==> src/rtl/latarb_pkg.sv <==
package latarb_pkg;

   localparam int unsigned LA_MASTERS = 2;

   // registered view of the shared lateral path
   typedef struct packed {
      logic busy;    // a burst holds the path
      logic owner;   // index of the holding master
      logic wr;      // holding burst is a write
      logic bubble;  // turnaround dead cycle in progress
   } link_st_t;

   // history of the most recent lateral burst, used for fairness and turnaround
   typedef struct packed {
      logic vld;
      logic owner;
      logic wr;
   } link_hist_t;

   // two-way round-robin choice: on a tie the favoured side wins
   function automatic logic [1:0] rr_choose(input logic [1:0] req, input logic favour_b);
      logic [1:0] pick;
      if (req == 2'b11) pick = favour_b ? 2'b10 : 2'b01;
      else              pick = req;
      return pick;
   endfunction

endpackage

==> src/rtl/lat_decode.sv <==
module lat_decode #(
   parameter int unsigned SLV_W      = 3,
   parameter int unsigned SEG_BASE   = 0,
   parameter int unsigned SEG_SLAVES = 4
) (
   input  logic [SLV_W-1:0] dest,
   output logic             lateral
);

   localparam int unsigned SEG_END = SEG_BASE + SEG_SLAVES;
   localparam logic [SLV_W:0] LO_V = (SLV_W+1)'(SEG_BASE);
   localparam logic [SLV_W:0] HI_V = (SLV_W+1)'(SEG_END);

   logic [SLV_W:0] dest_x;
   logic           in_seg;

   assign dest_x = {1'b0, dest};
   assign in_seg = (dest_x >= LO_V) && (dest_x < HI_V);
   assign lateral = !in_seg;

endmodule

==> src/rtl/lat_arbiter.sv <==
module lat_arbiter
   import latarb_pkg::*;
(
   input  logic [1:0] lat_req,
   input  logic       free,
   input  logic       favour_b,
   output logic [1:0] grant
);

   always_comb begin
      grant = 2'b00;
      if (free) grant = rr_choose(lat_req, favour_b);
   end

endmodule

==> src/rtl/lat_lock.sv <==
module lat_lock
   import latarb_pkg::*;
#(
   parameter int unsigned TURN_CYC = 1
) (
   input  logic       clk,
   input  logic       rst_n,
   input  logic [1:0] grant,
   input  logic       grant_wr,
   input  logic [1:0] beat_acc,
   input  logic [1:0] beat_last,
   output link_st_t   st,
   output logic       free,
   output logic       favour_b,
   output logic [1:0] pass
);

   link_hist_t hist;
   logic       gnt_any;
   logic       gnt_id;
   logic       last_acc;
   logic       turn;
   logic       bubble_d;

   assign gnt_any  = |grant;
   assign gnt_id   = grant[1];
   assign last_acc = st.busy && beat_acc[st.owner] && beat_last[st.owner];
   assign free     = !st.busy || last_acc;
   assign favour_b = !hist.owner;
   assign turn     = grant_wr && hist.vld && hist.wr && (hist.owner != gnt_id);

   generate
      if (TURN_CYC == 1) begin : g_turn
         assign bubble_d = gnt_any && turn;
      end else begin : g_noturn
         assign bubble_d = 1'b0;
      end
   endgenerate

   always_ff @(posedge clk or negedge rst_n) begin
      if (!rst_n) begin
         st   <= '0;
         hist <= '{vld: 1'b0, owner: 1'b1, wr: 1'b0};
      end else if (gnt_any) begin
         st   <= '{busy: 1'b1, owner: gnt_id, wr: grant_wr, bubble: bubble_d};
         hist <= '{vld: 1'b1, owner: gnt_id, wr: grant_wr};
      end else begin
         st.bubble <= 1'b0;
         if (last_acc) st.busy <= 1'b0;
      end
   end

   always_comb begin
      pass = 2'b00;
      if (st.busy && !st.bubble) pass[st.owner] = 1'b1;
   end


   grant_when_free_chk: assert property (@(posedge clk) disable iff (!rst_n)
      gnt_any |-> free);


   grant_single_chk: assert property (@(posedge clk) disable iff (!rst_n)
      $onehot0(grant));


   lock_hold_chk: assert property (@(posedge clk) disable iff (!rst_n)
      (st.busy && !last_acc) |=> (st.busy && (st.owner == $past(st.owner))));


   pass_single_chk: assert property (@(posedge clk) disable iff (!rst_n)
      $onehot0(pass));


   bubble_blocks_chk: assert property (@(posedge clk) disable iff (!rst_n)
      st.bubble |-> (pass == 2'b00));


   bubble_once_chk: assert property (@(posedge clk) disable iff (!rst_n)
      st.bubble |=> !st.bubble);


   read_no_bubble_chk: assert property (@(posedge clk) disable iff (!rst_n)
      (gnt_any && !grant_wr) |=> !st.bubble);

endmodule

==> src/rtl/lat_link_arb.sv <==
module lat_link_arb
   import latarb_pkg::*;
#(
   parameter int unsigned SLV_W      = 3,
   parameter int unsigned SEG_BASE   = 0,
   parameter int unsigned SEG_SLAVES = 4,
   parameter int unsigned TURN_CYC   = 1
) (
   input  logic                 clk,
   input  logic                 rst_n,
   input  logic [1:0]           cmd_valid,
   input  logic [1:0]           cmd_write,
   input  logic [2*SLV_W-1:0]   cmd_dest,
   output logic [1:0]           cmd_ready,
   input  logic [1:0]           dat_valid,
   input  logic [1:0]           dat_ready,
   input  logic [1:0]           dat_last,
   output logic [1:0]           dat_pass,
   output logic                 link_busy,
   output logic                 link_owner,
   output logic                 link_bubble
);

   localparam int unsigned N_MST   = LA_MASTERS;
   localparam int unsigned N_SLV   = 1 << SLV_W;
   localparam int unsigned SEG_END = SEG_BASE + SEG_SLAVES;

   generate
      if (SLV_W < 1 || SLV_W > 8) begin : g_bad_w
         $error("SLV_W out of range");
      end
      if (SEG_SLAVES < 1 || SEG_END > N_SLV) begin : g_bad_seg
         $error("segment window does not fit the slave index space");
      end
      if (TURN_CYC > 1) begin : g_bad_turn
         $error("TURN_CYC must be 0 or 1");
      end
   endgenerate

   logic [N_MST-1:0] lat;
   logic [N_MST-1:0] lat_req;
   logic [N_MST-1:0] grant;
   logic [N_MST-1:0] beat_acc;
   logic             grant_wr;
   logic             free;
   logic             favour_b;
   link_st_t         st;

   generate
      for (genvar gi = 0; gi < N_MST; gi++) begin : g_mst
         lat_decode #(
            .SLV_W      (SLV_W),
            .SEG_BASE   (SEG_BASE),
            .SEG_SLAVES (SEG_SLAVES)
         ) u_dec (
            .dest    (cmd_dest[gi*SLV_W +: SLV_W]),
            .lateral (lat[gi])
         );
         assign lat_req[gi]   = cmd_valid[gi] && lat[gi];
         assign cmd_ready[gi] = lat[gi] ? grant[gi] : 1'b1;
      end
   endgenerate

   lat_arbiter u_arb (
      .lat_req  (lat_req),
      .free     (free),
      .favour_b (favour_b),
      .grant    (grant)
   );

   assign grant_wr = grant[1] ? cmd_write[1] : cmd_write[0];
   assign beat_acc = dat_valid & dat_ready & dat_pass;

   lat_lock #(
      .TURN_CYC (TURN_CYC)
   ) u_lock (
      .clk       (clk),
      .rst_n     (rst_n),
      .grant     (grant),
      .grant_wr  (grant_wr),
      .beat_acc  (beat_acc),
      .beat_last (dat_last),
      .st        (st),
      .free      (free),
      .favour_b  (favour_b),
      .pass      (dat_pass)
   );

   assign link_busy   = st.busy;
   assign link_owner  = st.owner;
   assign link_bubble = st.bubble;


   local_no_claim_chk: assert property (@(posedge clk) disable iff (!rst_n)
      (!link_busy && ((cmd_valid & cmd_ready & lat) == 2'b00)) |=> !link_busy);


   busy_blocks_chk: assert property (@(posedge clk) disable iff (!rst_n)
      (link_busy && ((dat_valid & dat_ready & dat_last & dat_pass) == 2'b00))
         |-> ((cmd_ready & lat) == 2'b00));


   reset_idle_chk: assert property (@(posedge clk)
      !rst_n |=> (!link_busy || $past(rst_n)));

endmodule

==> config.mk <==
export PLATFORM = sky130hd
export DESIGN_NAME = lat_link_arb
export DESIGN_NICKNAME = d
export VERILOG_FILES = /design/src/rtl/latarb_pkg.sv /design/src/rtl/lat_decode.sv /design/src/rtl/lat_arbiter.sv /design/src/rtl/lat_lock.sv /design/src/rtl/lat_link_arb.sv
export SDC_FILE = /design/constraint.sdc
export NUM_CORES = 1
export LEC_CHECK = 0
export ABC_AREA = 1
export BUFFER_PORTS_ARGS = -buffer_cell sky130_fd_sc_hd__clkbuf_2
export CAP_MARGIN = 15
export CORE_AREA = 2 2 39 41
export DETAILED_ROUTE_END_ITERATION = 8
export DIE_AREA = 0 0 41 43
export PLACE_DENSITY = 0.54
export SLEW_MARGIN = 20
export SYNTH_ARGS = -nofsm -noshare
export SYNTH_HDL_FRONTEND = slang
export SYNTH_SLANG_ARGS = --single-unit
==> constraint.sdc <==
create_clock -name clk -period 1.8 [get_ports clk]
set_clock_uncertainty 0.05 [all_clocks]
set_input_delay 0.18 -clock clk [delete_from_list [all_inputs] [get_ports clk]]
set_output_delay 0.18 -clock clk [all_outputs]
set_load 0.02 [all_outputs]
==> results of run 1 <==
metrics by stage:
stage | setup slack [ps] | area [um2] | total power, mW
6_report | 141 | 526 | 0.719
3_3_place_gp | 304 | 489 | 0.579
3_5_place_dp | 289 | 489 | 0.583
5_1_grt | 26.7 | 526 | 0.792
4_1_cts | 124 | 526 | 0.728
2_1_floorplan | 385 | 369 | 0.479
Yosys cell counts:
master     n
dfrtp_1    5
nor2_4     1
a21oi_1    1
nand2_1   22
o21ai_2    2
nor2_2     2
nand2_2    2
nor3_1     2
o21ai_1    2
inv_2      4
dfstp_2    1
inv_1      3
nand3_1    4
clkinv_1   1
or2_1      1
final timing paths:
check	from	to
max	u_lock.st[0]	cmd_ready[1]
min	cmd_write[0]	u_lock.hist[0]
max reg2reg	u_lock.hist[1]	u_lock.hist[2]
min reg2reg	u_lock.hist[2]	u_lock.hist[2]
max in group asynchronous	rst_n	u_lock.hist[1]
min in group asynchronous	rst_n	u_lock.hist[0]
power groups by stage:
stage | logic, mW | clock network [mW] | registers [mW]
2_1_floorplan | 0.229 | 0 | 0.250
3_3_place_gp | 0.352 | 0 | 0.227
3_5_place_dp | 0.356 | 0 | 0.227
4_1_cts | 0.359 | 0.144 | 0.225
5_1_grt | 0.402 | 0.157 | 0.232
6_report | 0.353 | 0.141 | 0.225
area by class of cell:
class	instances	share of cell area [%]
Tap cell	16	3.81
Inverter	8	5.71
Multi-Input combinational cell	39	35.7
Sequential cell	6	28.8
Clock buffer	4	5.00
Timing Repair Buffer	21	21.0
flip-flops by register name, indices dropped and copies added, names as in the netlist:
register	flops
u_lock.hist	3
u_lock.st	3
metal layers:
metal / vias up / share of wire [%]
met5: - / 0
met4: 0 / 2.8
met3: 3 / 9.2
met2: 20 / 40
met1: 168 / 48
li1: 212 / -
logic make-up after synthesis:
group / share of synthesized area [%]
AND/OR/NAND/NOR: 42.0
buffers and inverters: 8.13
flip-flops: 41.0
AO/OA/AOI/OAI: 8.81
worst max-delay path, cell delays in order, from the launching register on:
cell,delay (ps)
dfrtp_1,420
nor2_4,130
nand3_1,70
nand2_1,70
nand2_1,50
nand2_2,110
nand2_2,100
nand2_1,70
clkbuf_2,160
timing repair:
item,in CTS,in global routing
setup endpoints to repair,0,0
resized for setup,0,0
hold buffers,1,0
hold endpoints to repair,6,0
==> metrics.cfg, run 1 <==
[floorplan]
die_area_mm2 = 0.00176
fp.dieH_um = 43
fp-row-count = 14
pin_count = 25
coreArea_mm2 = 0.00138
die_x_um = 41
initial_core_util_pct = 26.7

[setup_path]
path_class = reg2out
crit_fanout = 6
cp_data_required_time_ps = 1570
reg2reg_depth = 6
worst_setup_path_end_kind = output port
rrSetupSlack_ps = 290
crit_arrival_ps = 1430
startpoint_type = register

[synth]
yosys.cell_types.count = 15
yosys_warnings = 0
ys_seq_area_share_pct = 41.0
yosysTopAreaCellShare_pct = 33.9
avgSynthCellArea_um2 = 6.96
ys_ff_latch = 6
synth_largest_area_cell = dfrtp_1
syn-num-nets = 71
syn_inst = 53
syn-cell-area_um2 = 369
yosys-top-cells-area = dfrtp_1 (34%), nand2_1 (22%), dfstp_2 (7.1%)

[timing]
finalSetupViolCount = 0
hold_ws_ps = 203
max-slew-margin-rel_pct = 84.0
hold_violations = 0
finalCritPeriodShare_pct = 92.2
slew_violations = 0
clock.fmax_mhz = 603
tightest_slew_ps = 240
fin_setup_tns_ps = 0
grt_setup_unrepaired = false
period_minus_slack_ps = 1660

[place]
dpl.hpwl_um = 629
gp_congestion = 0.783
io_buffers = 20
dpl.cell_count = 89

[pwr]
leakagePower_nw = 0.306
power_density_mw_per_mm2 = 1370
combinationalPowerShare_pct = 49.1
p_sw_mw = 0.328
p_clk_share_pct = 19.6
internal_power_mw = 0.391
power_frac_seq_pct = 31.3
p_sw_share_pct = 45.6
ir_drop_uv = 552

[cts]
clk_pin_slew_ps = 50
cts_root_buffer = clkbuf_4
clock_latency_ps = 250
numCtsBuffers = 3
post_cts_buffers = 0
clk_path_buf_depth = 2
cts_num_sinks = 6
cts_max_level = 1
tritoncts = yes

[global_routing]
use_met1_pct = 11.5
globalRouteMet3Util_pct = 3.14
grt_antenna_before_repair = 0
grt_max_degree = 7
gr-total-overflow = 0
grt_pass1_vias = 305
gr-max-usage-layer = met2
use_met2_pct = 14.4
grt_use_total_pct = 10.0
grt_pass1_wl_um = 1130

[layout]
diodes = 0
fin_cells = 94
areaGrowthSynthToFinish_pct = 42.4
fillCellCount = 159
ff_latch_area_um2 = 151
final_util_pct = 38.0
multi_input_area_um2 = 188
final_layout_size_suffix_gt1_share_pct = 44.9
final_cell_mix = nand2_1 (22), clkbuf_2 (20), dfrtp_1 (5)
fin_nets = 97
final_common_cell = nand2_1

[routing]
num_vias = 403
first_iter_violations = 4
wl_per_cell_um = 8.10
vias_per_cell = 4.29
drtPass1Iterations = 3
wirelength_um = 761
post-route-drc-count = 0
ant_nets = 0

[flow_run]
maxCapViolCount = 0

[worst_hold_path]
min_path_cells = 5
hp-class = in2reg

[status]
outcome = complete, no violations

(Power assumes the default switching activity.)
==> run 2: changes to the inputs <==
--- a/config.mk
+++ b/config.mk
@@ -6,7 +6,7 @@
 export NUM_CORES = 1
 export LEC_CHECK = 0
 export ABC_AREA = 1
-export BUFFER_PORTS_ARGS = -buffer_cell sky130_fd_sc_hd__clkbuf_2
+export BUFFER_PORTS_ARGS = -buffer_cell sky130_fd_sc_hd__buf_4
 export CAP_MARGIN = 15
 export CORE_AREA = 2 2 39 41
 export DETAILED_ROUTE_END_ITERATION = 8
==> metrics.cfg, run 2 (synthesis gave the netlist of run 1 again) <==
[global_routing]
grt_antenna_before_repair = 0
grt_use_total_pct = 11.5
gr-total-overflow = 0
grt_pass1_wl_um = 1370
grt_max_degree = 7
grt_pass1_vias = 360

[routing]
num_vias = 399
vias_per_cell = 4.24
drtPass1Iterations = 4
wirelength_um = 841
ant_nets = 0
wl_per_cell_um = 8.95
post-route-drc-count = 0
first_iter_violations = 2

[setup_path]
r2r_start = u_lock.hist[1]
crit_fanout = 6
rrSetupSlack_ps = 300
startpoint_type = register
cp_data_required_time_ps = 1570
startpoint = u_lock.st[0]
regToRegEndpoint = u_lock.hist[2]
path_class = reg2out
worst_setup_path_end_kind = output port
crit_arrival_ps = 1410
reg2reg_depth = 6

[floorplan]
fp.dieH_um = 43
fp-row-count = 14
pin_count = 25
initial_core_util_pct = 26.7
die_x_um = 41
die_area_mm2 = 0.00176
coreArea_mm2 = 0.00138

[flow_run]
maxCapViolCount = 0

[timing]
max-slew-margin-rel_pct = 83.7
fin_setup_tns_ps = 0
finalSetupViolCount = 0
clock.fmax_mhz = 609
slew_violations = 0
tightest_slew_ps = 245
finalCritPeriodShare_pct = 91.2
hold_violations = 0
setup_ws_ps = 158
grt_setup_unrepaired = false
period_minus_slack_ps = 1640

[status]
outcome = complete, no violations

[pwr]
power_density_mw_per_mm2 = 1320
total_power_mw = 0.759
ir_drop_uv = 467
leakagePower_nw = 0.319

[cts]
cts_resized = 0
cts_num_sinks = 6
tritoncts = yes
cts_root_buffer = clkbuf_4
clk_path_buf_depth = 2
cts_max_level = 1
numCtsBuffers = 3
clock_latency_ps = 250
clk_pin_slew_ps = 50

[layout]
fin_cells = 94
final_layout_size_suffix_gt1_share_pct = 44.9
fillCellCount = 149
final_common_cell = nand2_1
reg.largest.list = u_lock.hist: 3 flops, u_lock.st: 3 flops
fin_nets = 97
final_util_pct = 41.6
final_cell_mix = nand2_1 (22), buf_4 (20), dfrtp_1 (5)
diodes = 0
areaGrowthSynthToFinish_pct = 55.9

[place]
gp_congestion = 0.761
io_buffers = 20
dpl.hpwl_um = 668
dpl.cell_count = 89
pre_cts_ws_ps = 293

[worst_hold_path]
hp-class = in2reg
min_path_cells = 5
hold_start = cmd_write[0]
whs_endpoint = u_lock.hist[0]

## run 2: layout make-up
cell class / instances / area, um2 / share of cell area (%)
Multi-Input combinational cell: 39 / 188 / 32.6
Timing Repair Buffer: 21 / 160 / 27.8
Sequential cell: 6 / 151 / 26.3
Inverter: 8 / 30.0 / 5.22
Clock buffer: 4 / 26.3 / 4.57
Tap cell: 16 / 20.0 / 3.48
## run 2: repair_timing
item	4_1_cts	5_1_grt
endpoints found under the setup margin	0	0
hold buffers	1	0
hold endpoints to repair	6	0
setup buffers	0	0
## run 2: worst max path at each step
stage                                end
final                       cmd_ready[1]
after global routing        cmd_ready[0]
after CTS                   cmd_ready[1]
after detailed placement  u_lock.hist[2]
after global placement    u_lock.hist[2]
after floorplan           u_lock.hist[2]
## run 2: report_power, final
part           leakage, nW  switching (mW)  internal, mW
logic                0.236           0.237         0.158
registers           0.0685          0.0376         0.187
clock network       0.0150          0.0551        0.0844
## run 2: metrics by stage
| step | cell area (um2) | hold WS (ps) |
|---|---|---|
| floorplan | 369 | -166 |
| global placement | 539 | -58.2 |
| detailed placement | 539 | -58.4 |
| CTS | 576 | 207 |
| global route | 576 | 239 |
| finish | 576 | 200 |
## run 2: routing by layer
metal / routed length, um / track usage [%] / vias to the layer above
met2: 379 / 17.8 / 19
met3: 83 / 1.57 / 2
met5: 0 / 0 / -
met1: 366 / 13.9 / 166
met4: 12 / 8.00 / 0
li1: - / - / 212
## run 2: worst max-delay path, stage by stage, from the launching register on
cell and delay, ps:
dfrtp_1 420, nor2_4 130, nand3_1 70, nand2_1 70
nand2_1 50, nand2_2 120, nand2_2 100, nand2_1 70
buf_4 130
